<file path="src/rtl/cla_pkg.sv">
package cla_pkg;

  // Widest span the span function accepts.
  localparam int MAX_SPAN = 32;

  typedef struct packed {
    logic g;
    logic p;
  } gp_t;

  // Combine a more significant pair (hi) with a less significant pair (lo).
  function automatic gp_t gp_merge(input gp_t hi, input gp_t lo);
    gp_t r;
    r.g = hi.g | (hi.p & lo.g);
    r.p = hi.p & lo.p;
    return r;
  endfunction

  // Combined generate/propagate over positions 0..upto.
  // Each caller passes a constant upto, so every result is a flat
  // function of its inputs and no carry chain is formed.
  function automatic gp_t span_gp(input logic [MAX_SPAN-1:0] gv,
                                  input logic [MAX_SPAN-1:0] pv,
                                  input int upto);
    gp_t acc;
    gp_t cur;
    acc.g = gv[0];
    acc.p = pv[0];
    for (int i = 1; i < MAX_SPAN; i++) begin
      if (i <= upto) begin
        cur.g = gv[i];
        cur.p = pv[i];
        acc = gp_merge(cur, acc);
      end
    end
    return acc;
  endfunction

endpackage

</file>
<file path="src/rtl/cla_pg_slice.sv">
module cla_pg_slice
  import cla_pkg::*;
#(
  parameter int W = 4
) (
  input  logic [W-1:0] a,
  input  logic [W-1:0] b,
  input  logic         cin,
  output logic [W-1:0] sum,
  output logic         grp_g,
  output logic         grp_p
);

  logic [W-1:0] bit_g;
  logic [W-1:0] bit_p;
  logic [W-1:0] bit_c;
  gp_t          grp;

  assign bit_g = a & b;
  assign bit_p = a ^ b;

  always_comb begin
    gp_t t;
    bit_c[0] = cin;
    for (int k = 1; k < W; k++) begin
      t = span_gp(MAX_SPAN'(bit_g), MAX_SPAN'(bit_p), k - 1);
      bit_c[k] = t.g | (t.p & cin);
    end
  end

  assign sum   = bit_p ^ bit_c;
  assign grp   = span_gp(MAX_SPAN'(bit_g), MAX_SPAN'(bit_p), W - 1);
  assign grp_g = grp.g;
  assign grp_p = grp.p;

  always_comb begin
    // a slice that propagates as a whole cannot also generate.
    a_r3_prop_excl: assert (!(grp_g && grp_p))
      else $error("slice reports both group generate and propagate");
    // the slice result plus its group carry equals the slice total.
    a_r1_slice_sum: assert ({grp_g | (grp_p & cin), sum} ==
                            ({1'b0, a} + {1'b0, b} + {{W{1'b0}}, cin}))
      else $error("slice sum disagrees with its operands");
  end

endmodule

</file>
<file path="src/rtl/cla_lookahead.sv">
module cla_lookahead
  import cla_pkg::*;
#(
  parameter int N = 4
) (
  input  logic [N-1:0] grp_g,
  input  logic [N-1:0] grp_p,
  input  logic         cin,
  output logic [N-1:0] grp_cin,
  output logic         cout
);

  logic [N:0] carries;

  always_comb begin
    gp_t t;
    carries[0] = cin;
    for (int k = 1; k <= N; k++) begin
      t = span_gp(MAX_SPAN'(grp_g), MAX_SPAN'(grp_p), k - 1);
      carries[k] = t.g | (t.p & cin);
    end
  end

  assign grp_cin = carries[N-1:0];
  assign cout    = carries[N];

  always_comb begin
    for (int k = 0; k < N; k++) begin
      // each expanded carry matches the step-by-step recurrence.
      a_r4_carry_chain: assert (carries[k+1] == (grp_g[k] | (grp_p[k] & carries[k])))
        else $error("lookahead carry %0d breaks the recurrence", k + 1);
    end
  end

endmodule

</file>
<file path="src/rtl/cla_section.sv">
module cla_section #(
  parameter int SLICE_W = 4,
  parameter int SLICES  = 4
) (
  input  logic [SLICE_W*SLICES-1:0] a,
  input  logic [SLICE_W*SLICES-1:0] b,
  input  logic                      cin,
  output logic [SLICE_W*SLICES-1:0] sum,
  output logic                      cout
);

  logic [SLICES-1:0] grp_g;
  logic [SLICES-1:0] grp_p;
  logic [SLICES-1:0] grp_cin;

  for (genvar s = 0; s < SLICES; s++) begin : g_slice
    cla_pg_slice #(.W(SLICE_W)) u_slice (
      .a    (a[s*SLICE_W +: SLICE_W]),
      .b    (b[s*SLICE_W +: SLICE_W]),
      .cin  (grp_cin[s]),
      .sum  (sum[s*SLICE_W +: SLICE_W]),
      .grp_g(grp_g[s]),
      .grp_p(grp_p[s])
    );
  end

  cla_lookahead #(.N(SLICES)) u_look (
    .grp_g  (grp_g),
    .grp_p  (grp_p),
    .cin    (cin),
    .grp_cin(grp_cin),
    .cout   (cout)
  );

endmodule

</file>
<file path="src/rtl/cla_adder32.sv">
module cla_adder32 #(
  parameter int WIDTH          = 32,
  parameter int SLICE_W        = 4,
  parameter int SLICES_PER_SEC = 4
) (
  input  logic [WIDTH-1:0] a,
  input  logic [WIDTH-1:0] b,
  input  logic             cin,
  output logic [WIDTH-1:0] sum,
  output logic             cout
);

  localparam int SEC_W   = SLICE_W * SLICES_PER_SEC;
  localparam int NUM_SEC = WIDTH / SEC_W;

  // Carry passed between sections; this is the only ripple in the adder.
  logic [NUM_SEC:0] sec_carry;

  assign sec_carry[0] = cin;

  for (genvar s = 0; s < NUM_SEC; s++) begin : g_sec
    cla_section #(.SLICE_W(SLICE_W), .SLICES(SLICES_PER_SEC)) u_sec (
      .a   (a[s*SEC_W +: SEC_W]),
      .b   (b[s*SEC_W +: SEC_W]),
      .cin (sec_carry[s]),
      .sum (sum[s*SEC_W +: SEC_W]),
      .cout(sec_carry[s+1])
    );
  end

  assign cout = sec_carry[NUM_SEC];

  always_comb begin
    // the full 33-bit result equals the unsigned total.
    a_r2_total: assert ({cout, sum} ==
                        ({1'b0, a} + {1'b0, b} + {{WIDTH{1'b0}}, cin}))
      else $error("adder result disagrees with its operands");
  end

endmodule

</file>
<file path="config.mk">
export PLATFORM = sky130hd
export DESIGN_NAME = cla_adder32
export DESIGN_NICKNAME = d
export VERILOG_FILES = /design/src/rtl/cla_pkg.sv /design/src/rtl/cla_pg_slice.sv /design/src/rtl/cla_lookahead.sv /design/src/rtl/cla_section.sv /design/src/rtl/cla_adder32.sv
export SDC_FILE = /design/constraint.sdc
export NUM_CORES = 1
export LEC_CHECK = 0
export ABC_AREA = 0
export CAP_MARGIN = 15
export CORE_UTILIZATION = 65
export DETAILED_ROUTE_END_ITERATION = 10
export DONT_BUFFER_PORTS = 1
export MAX_ROUTING_LAYER = met4
export PLACE_DENSITY = 0.81
export SLEW_MARGIN = 20
export SYNTH_ARGS = -nofsm -noshare
export SYNTH_HDL_FRONTEND = slang
export SYNTH_SLANG_ARGS = --single-unit
</file>
<file path="constraint.sdc">
create_clock -name vclk -period 8.39
set_input_delay 2.0975 -clock vclk [all_inputs]
set_output_delay 2.0975 -clock vclk [all_outputs]
set_load 0.005 [all_outputs]
</file>
# ---- Word-level counts from Yosys, hierarchy flattened
# Index checks and enable logic that the tools add are counted.
dict set report op_classes {
  bitwise_logic 178
}
# operator count
set ops {}
lappend ops {{1-bit AND} 92}
lappend ops {{4-bit XOR} 16}
lappend ops {{1-bit OR} 62}
lappend ops {{4-bit AND} 8}
dict set report word_totals {
  ff_bits 0
  input_bits 65
}

# ---- Depth between registers and ports, before layout
dict set report logic_depth {
  depth_word 19
  ltp_mapped 11
}

# ---- Cells and area by module
# Synthesis repeated with hierarchy kept, for this count alone.
dict set report hier_totals {
  cells_unflattened 193
  area_unflattened_um2 1487.7
}
# module instances cells_per_inst area_per_inst_um2 seq_area_each_um2
set modules_own_cells {}
lappend modules_own_cells {{cla_pg_slice at g_sec[0].u_sec.g_slice[2].u_slice ...} 4 23 173.9 0.0}
lappend modules_own_cells {{cla_pg_slice at g_sec[0].u_sec.g_slice[1].u_slice ...} 3 22 176.4 0.0}
lappend modules_own_cells {{cla_pg_slice at g_sec[0].u_sec.g_slice[0].u_slice} 1 23 170.2 0.0}
lappend modules_own_cells {cla_lookahead 2 6 46.3 0.0}

# ---- Worst setup path before layout
# No wires, ideal clock.
dict set report synth_timing {
  kind {input port to output port}
  start {input port a[11]}
  end {output port sum[29]}
  arrival_time_ns 4.218
  slack_ns 2.075
  path_stages 11
  n_path_buf 0
  cell_sequence {ha_1 -> a21oi_2 -> o211ai_1 -> a221oi_2 -> a31oi_1 -> a211oi_2 -> o21ai_2 -> nand2_1 -> nand2_1 -> fa_1 -> xor2_1}
}
dict set report synth_via {
  elab_chain_len 12
  elab_cells_between_ends 18
}
# item line
set synth_lines {}
lappend synth_lines {{start: declaration} cla_adder32.sv:6} ;# input logic [WIDTH-1:0] a,
lappend synth_lines {{4-bit XOR} cla_pg_slice.sv:20} ;# assign bit_p = a ^ b;
lappend synth_lines {{1-bit AND (on tied branches)} {cla_pkg.sv:14, cla_pkg.sv:15}}
lappend synth_lines {{1-bit OR / 1-bit AND (equally long branches)} cla_pkg.sv:14} ;# r.g = hi.g | (hi.p & lo.g);
lappend synth_lines {{1-bit OR} cla_pkg.sv:14}
lappend synth_lines {{1-bit AND} cla_pkg.sv:14}
lappend synth_lines {{1-bit OR} cla_pkg.sv:14}
lappend synth_lines {{1-bit OR *} cla_lookahead.sv:20} ;# carries[k] = t.g | (t.p & cin);
lappend synth_lines {{1-bit AND *} cla_lookahead.sv:20}
lappend synth_lines {{1-bit OR *} cla_lookahead.sv:20}
lappend synth_lines {{1-bit AND *} cla_pg_slice.sv:27} ;# bit_c[k] = t.g | (t.p & cin);
lappend synth_lines {{1-bit OR *} cla_pg_slice.sv:27}
lappend synth_lines {{4-bit XOR *} cla_pg_slice.sv:31} ;# assign sum = bit_p ^ bit_c;
lappend synth_lines {{end: declaration} cla_adder32.sv:9} ;# output logic [WIDTH-1:0] sum,
# Every way passes the cells marked *; elsewhere a longest branch is shown, timed or not.

# ---- Worst setup path after layout
# Same ends and word-level chain as after synthesis.

==> metrics.cfg <==
[run_status]
status=finished clean

[global_route]
antenna_found_initial=0
grt-ovfl-total=0
grt_max_degree=5
grt_pass1_vias=1101
grt_pass1_wl_um=4070
track_usage=0.258

[sta]
tightest_slew_ns=0.415
maxSlewHeadroom=0.721
fin_crit_sh=0.786
fmax_mhz=152
slew_violations=0
setup_viol=0
hold_viol_final=0
tns_ns=0
rsz0062_at_grt=false
layout_setup_ws_ns=1.79
layout_min_cycle_time_ns=6.60

[worst_hold_path]
hp-class=in -> out

[pwr]
power_leakage_uw=0.000656
ir_worst_vdd_uv=47.5
comb_power_share=1.000
p_sw_frac=0.568
power.density_mw_per_mm2=77.1
pwr-share-seq=0
switchingPower_uw=57.6
power_uw=101
cell_internal_pwr_uw=43.8
power_frac_clock=0

[die]
rows=15
fp.dieH_um=46.4
design.die.area_mm2=0.00216
start_util=0.720
core_mm2=0.00178
ios=98
fp.dieW_um=46.4

[flow_run]
drv_cap=0

[logic_synthesis]
synth_xor_xnor_area_share=0.157
synth.avg_cell_area_um2=8.12
synth_top_area_cell=ha_1
synth_cell_types=30
synthSimpleGateAreaFrac=0.122
synth.area.mux_share=0
synth-warning-count=0
synthAdderAreaFrac=0.437
postSynthNetCount=263
syn-cell-area_mm2=0.00128
synth-compound-area-share=0.244
synth_top_family_by_area=adder cells
synth.area.top_cells=ha_1, fa_1, xor2_1
yosysSeqAreaShare=0
netlist_instances=158
synth.top_cell.area_share=0.312

[detailed_routing]
vias=1157
drt-total-wl_um=2870
drtAntennaViolNets=0
via_per_inst=6.32
drc=0
dr.pass1.iters=4
drt_iter0_markers=18
post_drt_wl_per_cell_um=15.7

[critical_path]
required_ns=6.29
start_kind=input port
cp-startpoint=a[11]
path_max_fanout=4
critPathKind=in -> out
crit_path_end=sum[29]
cp.arrival_ns=4.50
worstSetupEndpointType=output port

[cts]
post_cts_buffers=0
post_cts_resized=0
cts_hold_buffers=0

[layout]
design.seq.count=0
final_common_cell=ha_1
drive_gt1_frac=0.0443
synthToLayoutAreaGrowth_pct=2.44
nets=265
nClkBuffers=0
seq_area_um2=0
fillers=131
antenna_cells=0
final_cell_mix=ha_1, inv_1, a21oi_1, xor2_1, nor2_1

[place]
io_buffer_count=0
globalplace.congestion=0.678
dpl.hpwl_um=2660
pre_cts_slack_ns=1.82

[power groups by stage]
stage	sequential, uW	combinational (uW)	clock (uW)
2_1_floorplan	0	85.0	0
3_3_place_gp	0	96.1	0
3_5_place_dp	0	101	0
4_1_cts	0	101	0
5_1_grt	0	116	0
6_report	0	101	0
[critical path: stages]
cell and delay [ns]:
ha_1 0.35, a21oi_2 0.18, o211ai_1 0.13, a221oi_2 0.35, a31oi_1 0.18, a211oi_2 0.36, o21ai_2 0.15, nand2_1 0.08
nand2_1 0.06, fa_1 0.37, xor2_1 0.19
[synth_stat cells, types with 2 or more instances]
library cell and n:
a21o_1 6, o211ai_1 2, inv_1 14, xor2_1 13, nor3_1 4, fa_1 8
nor2_1 12, nand2_1 11, a21oi_1 13, nand3_1 5, o21ai_0 9, ha_1 32
xnor2_1 10, o21bai_1 3
[how the worst min path moves through the flow]
stage	from	to	slack, ns	cells after the start
2_1_floorplan	cin	sum[0]	4.34	1
3_3_place_gp	b[12]	sum[12]	4.35	1
3_5_place_dp	b[12]	sum[12]	4.35	1
4_1_cts	b[12]	sum[12]	4.35	1
5_1_grt	cin	sum[0]	4.36	1
6_report	b[20]	sum[20]	4.35	1
[area by class of cell]
type | count | area (um^2) | area share
multi-input combinational | 144 | 1230 | 0.936
inverter | 14 | 52.6 | 0.0400
tap | 25 | 31.3 | 0.0238
[logic make-up after synthesis]
family          Yosys count
simple gates             36
xor+xnor                 23
buf+inv                  14
compound gates           45
fa+ha+maj                40
[layer usage]
layer,vias up,wire length (um),global-route usage,share of wire
met3,8,234,0.0235,0.082
li1,568,-,-,-
met4,0,74,0.0765,0.026
met1,516,1020,0.257,0.36
met2,65,1540,0.511,0.54
met5,-,0,-,0
[through the flow]
stage          area (um^2)  std cells   util  hold WS [ns]
2_1_floorplan         1280        158      -          4.34
3_3_place_gp          1320        183  0.738          4.35
3_5_place_dp          1320        183  0.738          4.35
4_1_cts               1320        183  0.738          4.35
5_1_grt               1320        183  0.738          4.36
6_report              1320        183  0.738          4.35
Note: power is estimated with default switching activity, not from simulation.
